`config.mk`:
```
export PLATFORM = sky130hd
export DESIGN_NAME = dbg_serial_port
export DESIGN_NICKNAME = d
export VERILOG_FILES = /design/src/rtl/sdbg_pkg.sv /design/src/rtl/sdbg_shifter.sv /design/src/rtl/sdbg_decode.sv /design/src/rtl/sdbg_resp.sv /design/src/rtl/dbg_serial_port.sv
export SDC_FILE = /design/constraint.sdc
export NUM_CORES = 1
export LEC_CHECK = 0
export ABC_AREA = 1
export ABC_CLOCK_PERIOD_IN_PS = 1850
export BUFFER_PORTS_ARGS = -buffer_cell sky130_fd_sc_hd__buf_2
export CORE_MARGIN = 4
export CORE_UTILIZATION = 52
export CTS_CLUSTER_DIAMETER = 100
export DETAILED_ROUTE_END_ITERATION = 16
export HOLD_SLACK_MARGIN = 0.02
export PLACE_DENSITY = 0.76
export SYNTH_ARGS = -nofsm -noshare
export SYNTH_HDL_FRONTEND = slang
export SYNTH_HIERARCHICAL = 1
export SYNTH_SLANG_ARGS = --single-unit
```
`constraint.sdc`:
```
create_clock -name clk -period 1.85 [get_ports clk]
set_clock_uncertainty 0.05 [all_clocks]
set_input_delay 0.555 -clock clk [delete_from_list [all_inputs] [get_ports clk]]
set_output_delay 0.555 -clock clk [all_outputs]
set_load 0.02 [all_outputs]
```
`src/rtl/sdbg_pkg.sv`:
```
package sdbg_pkg;
  typedef enum logic [2:0] {
    FK_INSTR, FK_DATA, FK_TRAP, FK_CMD, FK_NOP, FK_RSVD
  } frame_kind_e;

  typedef enum logic [1:0] {
    RS_DATA   = 2'b00,
    RS_SEQERR = 2'b01,
    RS_IRQ    = 2'b10,
    RS_NULL   = 2'b11
  } rsp_stat_e;

  localparam logic [6:0] CMD_PREFIX = 7'b0011111;
  localparam int CMD_COUNT = 4;
endpackage

```
`src/rtl/sdbg_shifter.sv`:
```
module sdbg_shifter #(
  parameter int PW = 32
) (
  input  logic          clk,
  input  logic          rst_n,
  input  logic          ser_clk,
  input  logic          ser_in,
  input  logic          port_rdy,
  input  logic [PW+1:0] out_word,
  output logic          ser_out,
  output logic          start_o,
  output logic          done_o,
  output logic [PW+1:0] frame_o
);
  localparam int FL = PW + 3;
  localparam int CW = $clog2(FL);
  localparam logic [CW-1:0] LAST = CW'(FL - 1);

  logic          sclk_q;
  logic          active;
  logic [CW-1:0] cnt;
  logic [PW:0]   in_sr;
  logic [PW+1:0] out_sr;
  logic          rise, fall;

  assign rise    = ser_clk & ~sclk_q;
  assign fall    = ~ser_clk & sclk_q;
  assign start_o = !active && rise && ser_in && port_rdy;
  assign done_o  = active && rise && (cnt == LAST);
  assign frame_o = {in_sr, ser_in};

  always_ff @(posedge clk or negedge rst_n) begin
    if (!rst_n) begin
      sclk_q  <= 1'b0;
      active  <= 1'b0;
      cnt     <= '0;
      in_sr   <= '0;
      out_sr  <= '0;
      ser_out <= 1'b0;
    end else begin
      sclk_q <= ser_clk;
      if (!active) begin
        ser_out <= ~port_rdy;
        if (start_o) begin
          active <= 1'b1;
          cnt    <= CW'(1);
          out_sr <= out_word;
        end
      end else begin
        if (fall) begin
          ser_out <= out_sr[PW+1];
          out_sr  <= {out_sr[PW:0], 1'b0};
        end
        if (rise) begin
          in_sr <= {in_sr[PW-1:0], ser_in};
          if (cnt == LAST) begin
            active <= 1'b0;
            cnt    <= '0;
          end else begin
            cnt <= cnt + CW'(1);
          end
        end
      end
    end
  end

  AST_IDLE_CNT: assert property (@(posedge clk) disable iff (!rst_n)
    !active |-> cnt == '0);
  AST_START_NEEDS_RDY: assert property (@(posedge clk) disable iff (!rst_n)
    (!active && !port_rdy) |=> !active);
endmodule

```
`src/rtl/sdbg_decode.sv`:
```
module sdbg_decode
  import sdbg_pkg::*;
#(
  parameter int PW = 32
) (
  input  logic [PW+1:0] frame,
  output frame_kind_e   kind,
  output logic [1:0]    cmd_id,
  output logic [PW-1:0] payload
);
  localparam int LOW_W = PW - 7;

  logic          mode, ctrl;
  logic [LOW_W-1:0] low;
  logic [LOW_W-1:0] low_m1;

  assign mode    = frame[PW+1];
  assign ctrl    = frame[PW];
  assign payload = frame[PW-1:0];
  assign low     = payload[LOW_W-1:0];
  assign low_m1  = low - LOW_W'(1);

  always_comb begin
    kind   = FK_NOP;
    cmd_id = 2'd0;
    if (!mode) begin
      kind = ctrl ? FK_DATA : FK_INSTR;
    end else if (!ctrl) begin
      kind = FK_TRAP;
    end else if (payload == '0) begin
      kind = FK_NOP;
    end else if (payload[PW-1:PW-7] == CMD_PREFIX && low != '0 &&
                 low <= LOW_W'(CMD_COUNT)) begin
      kind   = FK_CMD;
      cmd_id = low_m1[1:0];
    end else begin
      kind = FK_RSVD;
    end
  end
endmodule

```
`src/rtl/sdbg_resp.sv`:
```
module sdbg_resp
  import sdbg_pkg::*;
#(
  parameter int PW = 32
) (
  input  logic          clk,
  input  logic          rst_n,
  input  logic          load,
  input  logic          seq_set,
  input  logic          irq,
  input  logic          rsp_valid,
  input  logic [PW-1:0] rsp_data,
  output logic          rsp_ready,
  output logic [PW+1:0] out_word
);
  logic          seq_pend;
  logic          held;
  logic [PW-1:0] word;

  assign rsp_ready = ~held;

  always_comb begin
    if (seq_pend)  out_word = {RS_SEQERR, {PW{1'b0}}};
    else if (held) out_word = {RS_DATA, word};
    else if (irq)  out_word = {RS_IRQ, {PW{1'b0}}};
    else           out_word = {RS_NULL, {PW{1'b0}}};
  end

  always_ff @(posedge clk or negedge rst_n) begin
    if (!rst_n) begin
      seq_pend <= 1'b0;
      held     <= 1'b0;
      word     <= '0;
    end else begin
      if (seq_set)               seq_pend <= 1'b1;
      else if (load && seq_pend) seq_pend <= 1'b0;
      if (load && !seq_pend && held) begin
        held <= 1'b0;
      end else if (rsp_valid && !held) begin
        held <= 1'b1;
        word <= rsp_data;
      end
    end
  end

  AST_RSP_HOLD: assert property (@(posedge clk) disable iff (!rst_n)
    (held && !load) |=> (held && $stable(word)));
endmodule

```
`src/rtl/dbg_serial_port.sv`:
```
module dbg_serial_port
  import sdbg_pkg::*;
#(
  parameter int PW = 32
) (
  input  logic          clk,
  input  logic          rst_n,
  input  logic          ser_clk,
  input  logic          ser_in,
  output logic          ser_out,
  input  logic          cpu_want_data,
  input  logic          cpu_irq,
  output logic          cpu_valid,
  input  logic          cpu_ready,
  output logic [PW-1:0] cpu_word,
  output logic          cpu_is_data,
  input  logic          rsp_valid,
  output logic          rsp_ready,
  input  logic [PW-1:0] rsp_data,
  output logic [PW-1:0] trap_en,
  output logic          brk_negate,
  output logic          core_reset,
  output logic          fdl_active
);
  logic          start, done;
  logic [PW+1:0] frame, out_word;
  frame_kind_e   kind;
  logic [1:0]    cmd_id;
  logic [PW-1:0] payload;
  logic          is_cpu, tag_data, seq_set;

  sdbg_shifter #(.PW(PW)) u_shift (
    .clk(clk), .rst_n(rst_n), .ser_clk(ser_clk), .ser_in(ser_in),
    .port_rdy(~cpu_valid), .out_word(out_word), .ser_out(ser_out),
    .start_o(start), .done_o(done), .frame_o(frame)
  );

  sdbg_decode #(.PW(PW)) u_dec (
    .frame(frame), .kind(kind), .cmd_id(cmd_id), .payload(payload)
  );

  assign is_cpu   = (kind == FK_INSTR) || (kind == FK_DATA);
  assign tag_data = (kind == FK_DATA);
  assign seq_set  = done && is_cpu && (tag_data != cpu_want_data);

  sdbg_resp #(.PW(PW)) u_resp (
    .clk(clk), .rst_n(rst_n), .load(start), .seq_set(seq_set),
    .irq(cpu_irq), .rsp_valid(rsp_valid), .rsp_data(rsp_data),
    .rsp_ready(rsp_ready), .out_word(out_word)
  );

  always_ff @(posedge clk or negedge rst_n) begin
    if (!rst_n) begin
      cpu_valid   <= 1'b0;
      cpu_word    <= '0;
      cpu_is_data <= 1'b0;
      trap_en     <= '0;
      brk_negate  <= 1'b0;
      core_reset  <= 1'b0;
      fdl_active  <= 1'b0;
    end else begin
      brk_negate <= 1'b0;
      core_reset <= 1'b0;
      if (cpu_valid && cpu_ready) cpu_valid <= 1'b0;
      if (done) begin
        unique case (kind)
          FK_INSTR, FK_DATA: begin
            if (!seq_set) begin
              cpu_valid   <= 1'b1;
              cpu_word    <= payload;
              cpu_is_data <= tag_data;
            end
          end
          FK_TRAP: trap_en <= payload;
          FK_CMD: begin
            unique case (cmd_id)
              2'd0: brk_negate <= 1'b1;
              2'd1: core_reset <= 1'b1;
              2'd2: fdl_active <= 1'b1;
              2'd3: fdl_active <= 1'b0;
            endcase
          end
          default: ;
        endcase
      end
    end
  end

  AST_CPU_HOLD: assert property (@(posedge clk) disable iff (!rst_n)
    (cpu_valid && !cpu_ready) |=> (cpu_valid && $stable(cpu_word) && $stable(cpu_is_data)));
  AST_BUSY_LINE: assert property (@(posedge clk) disable iff (!rst_n)
    cpu_valid |=> ser_out);
  AST_CMD_EXCL: assert property (@(posedge clk) disable iff (!rst_n)
    $onehot0({brk_negate, core_reset}));
  AST_FDL_STABLE: assert property (@(posedge clk) disable iff (!rst_n)
    !done |=> $stable(fdl_active));
  AST_SEQ_NO_DELIVER: assert property (@(posedge clk) disable iff (!rst_n)
    seq_set |=> !cpu_valid);
  AST_TRAP_ONLY_DONE: assert property (@(posedge clk) disable iff (!rst_n)
    !done |=> $stable(trap_en));
endmodule

```
## After elaboration in Yosys (flattened, before gate mapping)

Index checks and enable logic that the tools add are counted.

- Multiplexer cells: 40
- Div/mod/pow operators: 0
- Reductions and logical operators: 34
- Order comparisons: 1
- Equal/unequal tests: 11
- Bitwise logic cells: 8
- $add $sub $neg: 2
- Multipliers: 0
- Shifts and indexed selects: 0

Operators by type and width:

| cell | number |
|---|---|
| $mux 34 | 5 |
| $mux 33 | 1 |
| $logic_not 32->1 | 1 |
| $le 25x3->1 const B | 1 |
| $reduce_bool 25->1 | 1 |
| $mux 6 | 4 |
| $mux 1 | 21 |
| $logic_and 1x1->1 | 14 |
| $mux 3 | 4 |
| $reduce_and 2->1 | 5 |
| $mux 2 | 4 |
| $reduce_bool 2->1 | 4 |
| $eq 7x5->1 const B | 1 |
| $add 6x1->6 const B | 1 |
| $eq 3x2->1 const B | 2 |
| $eq 6x6->1 const B | 1 |
| $not 1->1 | 6 |
| $reduce_and 3->1 | 2 |
| $eq 2x2->1 const B | 2 |
| $ne 2x2->1 const B | 2 |
| $eq 3x1->1 const B | 1 |
| $logic_not 1->1 | 3 |
| $logic_not 3->1 | 1 |
| $and 1x1->1 | 2 |
| 7 further kinds | 7 |

- RAM bits: 0
- Register bits: 179
- Input port bits: 40
- Bits in latches: 0
- Output and inout bits: 71
- Memories kept: 0
- Word-level logic and storage cells: 112
- ROM bits: 0

## Depth between registers and ports, before layout

- Depth after elaboration: 14
- Gate-level depth with buffers: 18
- Mapped depth without buffers: 16

## Cells and area by module

Netlist, hierarchy kept.

By module, submodules not included:

| module | instances | area an instance (sq um) | cells an instance |
|---|---|---|---|
| sdbg_shifter | 1 | 3574.7 | 462 |
| dbg_serial_port | 1 | 2767.7 | 308 |
| sdbg_resp | 1 | 1699.1 | 223 |
| sdbg_decode | 1 | 494.2 | 85 |

## Worst setup path after synthesis

OpenSTA, ideal clock, no wires.

- Path kind: input to register
- From: in ser_in
- To: reg u_resp.seq_pend
- Slack: -0.495 ns
- Arrival: 2.172 ns
- Required time: 1.676 ns
- Library setup time: 0.124 ns
- Stages: 17
- Path through: buf_4 > inv_1 > ha_1 > inv_1 > nand2_1 > nand2_1 > nor2_2 > nand4_2 > nand2_1 > nor2_1 > nor2_2 > nand2_1 > nand2_1 > nand2_2 > buf_2 > nor2_1 > o21bai_1

- Word-level cells in the longest chain between the ends: 12
- Elaborated cells between the ends (all ways): 20

RTL lines:

| what | line | text |
|---|---|---|
| from (decl) | dbg_serial_port.sv:9 | `input logic ser_in,` |
| branches (longest 4 deep; another with $le 25x3->1) | - |  |
| $mux 3 (*) | sdbg_decode.sv:30 | `end else if (payload == '0) begin` |
| $mux 3 (*) | sdbg_decode.sv:28 | `end else if (!ctrl) begin` |
| $mux 3 (*) | sdbg_decode.sv:26 | `if (!mode) begin` |
| via kind[2] | dbg_serial_port.sv:27 | `frame_kind_e kind;` |
| $eq 3x1->1 or $logic_not 3->1 (tied branches) | dbg_serial_port.sv:42, dbg_serial_port.sv:43 |  |
| $logic_or 1x1->1 | dbg_serial_port.sv:42 | `assign is_cpu = (kind == FK_INSTR) \|\| (kind == FK_DATA);` |
| $logic_and 1x1->1 | dbg_serial_port.sv:44 | `assign seq_set = done && is_cpu && (tag_data != cpu_want_data);` |
| $logic_and 1x1->1 (*) | dbg_serial_port.sv:44 |  |
| via seq_set | dbg_serial_port.sv:30 | `logic is_cpu, tag_data, seq_set;` |
| $mux 1 or $reduce_bool 2->1 (tied branches) | - |  |
| to (signal assigned) | sdbg_resp.sv:31 | `seq_pend <= 1'b0;` |
| to (signal assigned) | sdbg_resp.sv:35 | `if (seq_set) seq_pend <= 1'b1;` |
| to (signal assigned) | sdbg_resp.sv:36 | `else if (load && seq_pend) seq_pend <= 1'b0;` |
| to (decl) | sdbg_resp.sv:16 | `logic seq_pend;` |

Mark *: on every way through the listed nets, which the timed path passes.
A chain may end at the register's enable or synchronous reset.

## Final worst setup path

- From: reg u_shift.in_sr[0]
- To: reg cpu_word[2]

- Word-level cells in the longest chain between the ends: 13
- Elaborated cells between the ends (all ways): 18

RTL lines:

| what | line | text |
|---|---|---|
| from (decl) | sdbg_shifter.sv:22 | `logic [PW:0] in_sr;` |
| from (signal assigned) | sdbg_shifter.sv:55 | `in_sr <= {in_sr[PW-1:0], ser_in};` |
| branches (longest 4 deep; another with $le 25x3->1) | - |  |
| $mux 3 (*) | sdbg_decode.sv:30 |  |
| $mux 3 (*) | sdbg_decode.sv:28 |  |
| $mux 3 (*) | sdbg_decode.sv:26 |  |
| via kind[1] | dbg_serial_port.sv:27 |  |
| $eq 3x1->1 or $logic_not 3->1 (tied branches) | dbg_serial_port.sv:42, dbg_serial_port.sv:43, dbg_serial_port.sv:66 |  |
| $logic_or 1x1->1 | dbg_serial_port.sv:42 |  |
| $logic_and 1x1->1 (2 in a row) | dbg_serial_port.sv:44 |  |
| $not 1->1 (no line) | - |  |
| $reduce_and 3->1 (no line) (*) | - |  |
| to (signal assigned) | dbg_serial_port.sv:70 | `cpu_word <= payload;` |
| to (decl) | dbg_serial_port.sv:15 | `output logic [PW-1:0] cpu_word,` |

Marks and branches as above.

==> reports/results.ini <==
[cells_and_area]
nNetsFinal = 1279
utilization_pct = 68.9
design_area_um2 = 11000
final_common_cell = nand2_1
syn2layout_area_growth_pct = 29.1
layout_common_cells = nand2_1 (480), dfrtp_1 (179), nand3_1 (128)
drive_gt1_share_pct = 28.8
antennaDiodeCount = 0
n_fill_cell = 1239

[detailed_routing]
vias_per_cell = 5.31
remaining_drc_errors = 0
antenna_left = 0
wire_per_inst_um = 15.9
num_vias = 7781
drtPass1Iterations = 6
drt_iter0_drc = 718
routed_wl_mm = 23.3

[worst_setup_path]
arrival_ns = 2.47
timing.critical_path.to = cpu_word[2]
rr_startpoint = u_shift/in_sr[0]
crit_start = u_shift/in_sr[0]
crit_required_ns = 2.13
cp_max_fo = 8
worstSetupPathType = reg -> reg
start_kind = flop
reg2regPathDepth = 16
reg2reg_setup_slack_ns = -0.35
reg2reg_to = cpu_word[2]
crit_path_end_kind = flop

[run_status]
outcome = complete, but fails checks
violations = setup timing

[sta]
rsz0062_at_grt = yes
max_slew_margin_pct = 63.0
maxSlewViolCount = 0
hold_violations = 0
final.period_utilization_pct = 119
setup_viol = 70
clock.fmax_ghz = 0.455
fin_ws_ns = -0.348
worstMarginPinSlew_ns = 0.555
post-route-min-period_ns = 2.20

[power_and_ir_drop]
p_sw_share_pct = 32.8
power_leakage_nw = 6.20
netSwitchingPower_mw = 3.78
p_comb_share_pct = 23.7
internal_power_mw = 7.74
power_per_cell_area_nw_per_um2 = 1050
p_seq_share_pct = 43.9
ir_worst_vdd_v = 0.000714
clkPwrFrac_pct = 32.5
total_power_mw = 11.5

[placement]
dpl.hpwl_mm = 13.2
gp_congestion = 0.861
placed_cell_area_um2 = 9550
portBuffers = 110

[global_routing]
use_met2_pct = 40.2
antenna_found_initial = 0
grtUsageMet1_pct = 31.4
track_usage_pct = 24.0
grt_max_degree = 50
grt_busiest_layer = met2
grt_pass1_wl_mm = 35.7
grtUsageMet3_pct = 3.96
gr-total-overflow = 0
grt_pass1_vias = 7275

[yosys]
ys_async_sr_fraction_pct = 100
synth.distinct_cells = 33
ys.flop_type = dfrtp_1
seq_area_frac_synth_pct = 52.5
syn-num-nets = 1121
synth_enable_flop_cells = 0
syn_avg_cell_area_um2 = 7.92
synth_cells = 1078
synth_seq_cells = 179
yosys_warnings = 6
syn_area_um2 = 8540

[floorplan]
die-height_um = 136
die_w_um = 136
pin_count = 111
coreArea_um2 = 16000
start_util_pct = 53.3
die-area_um2 = 18500
std_cell_rows = 46

[clock_network]
root_buffer = clkbuf_16
clk_latency_ns = 0.43
clk_pin_slew_ns = 0.08
cts_tree = done
cts_buffers = 17
cts_hold_buf = 0
cts_sinks = 179
cts_buffer_depth = 2
htreeDepth = 4

[job]
drv_cap = 0

[min_path]
hp-class = in -> async

cell families after synthesis:
| logic type | synth area share (%) |
|---|---|
| buf+inv | 8.81 |
| compound gates | 1.22 |
| flops | 52.5 |
| fa+ha+maj | 0.440 |
| simple gates | 37.1 |
per-stage QoR:
stage / TNS, ns / setup slack, ns / hold slack (ns) / instances
floorplan: -21.73 / -0.364 / 0.209 / 1078
global placement: -32.02 / -0.635 / 0.400 / 1398
detailed placement: -35.85 / -0.624 / 0.404 / 1398
finish: -19.42 / -0.348 / 0.0358 / 1465
global route: -26.78 / -0.474 / 0.0665 / 1465
CTS: -9.82 / -0.186 / 0.0476 / 1450
Yosys cell counts, types with 5 or more instances:
cell type	number	share of area, %
buf_6	8	1.1
buf_4	47	4.1
nand2_1	521	23
nand3_1	140	8.2
dfrtp_1	179	52
buf_2	35	2.1
nand4_1	5	0.37
nor2_1	69	3.0
nor2_2	5	0.37
o21ai_0	9	0.53
inv_1	26	1.1
routing by layer:
layer	vias to the layer above	part of all wire, %
met1	3707	40
met5	-	0
met2	326	50
met4	0	3.9
met3	87	6.8
li1	3661	-
worst max-delay path, stage by stage, from the launching register on:
cell       delay [ns]
dfrtp_1          0.39
inv_2            0.07
ha_4             0.14
inv_2            0.03
nand2_1          0.04
nand2_1          0.06
nor2_2           0.17
nand4_4          0.15
a21oi_4          0.21
nor2_2           0.08
nand2_1          0.09
nand2_2          0.08
nand2_4          0.11
nand2_8          0.10
clkbuf_16        0.19
nand2_1          0.08
nand2_1          0.05
worst min path at each step:
stage / cells after the start / end / slack (ns)
finish: 1 / cpu_word[8] / 0.04
global route: 1 / trap_en[8] / 0.07
CTS: 1 / cpu_word[1] / 0.05
detailed placement: 2 / trap_en[21] / 0.40
global placement: 2 / trap_en[7] / 0.40
floorplan: 0 / brk_negate / 0.21
flip-flops by register name (all words and copies together) (netlist names), 6 cells and up:
register	cells
u_shift/out_sr	34
u_shift/in_sr	33
cpu_word	32
trap_en	32
u_resp/word	32
u_shift/cnt	6
power groups by stage:
stage          Clock (mW)  Combinational (mW)  Sequential (mW)
2_1_floorplan           0                1.81             5.07
3_3_place_gp            0                2.43             5.07
3_5_place_dp            0                2.51             5.09
4_1_cts              3.77                2.56             5.03
5_1_grt              3.95                3.07             5.14
6_report             3.74                2.73             5.06
layout make-up:
type / count / area, um2 / share of cell area, %
well taps: 216 / 270 / 2.45
inverters: 31 / 129 / 1.17
clock inverters: 15 / 180 / 1.63
flip-flops and latches: 179 / 4480 / 40.6
multi-input cells: 779 / 3700 / 33.6
repair buffers: 228 / 1840 / 16.7
clock buffers: 17 / 425 / 3.86
timing repair:
item                       CTS  global route
resized for setup           54            47
buffers inserted            16            10
pin swaps                   16            18
setup endpoints to repair   70            70
cloned                       5             6
hold endpoints to repair     0             0
(Power assumes the default switching activity.)
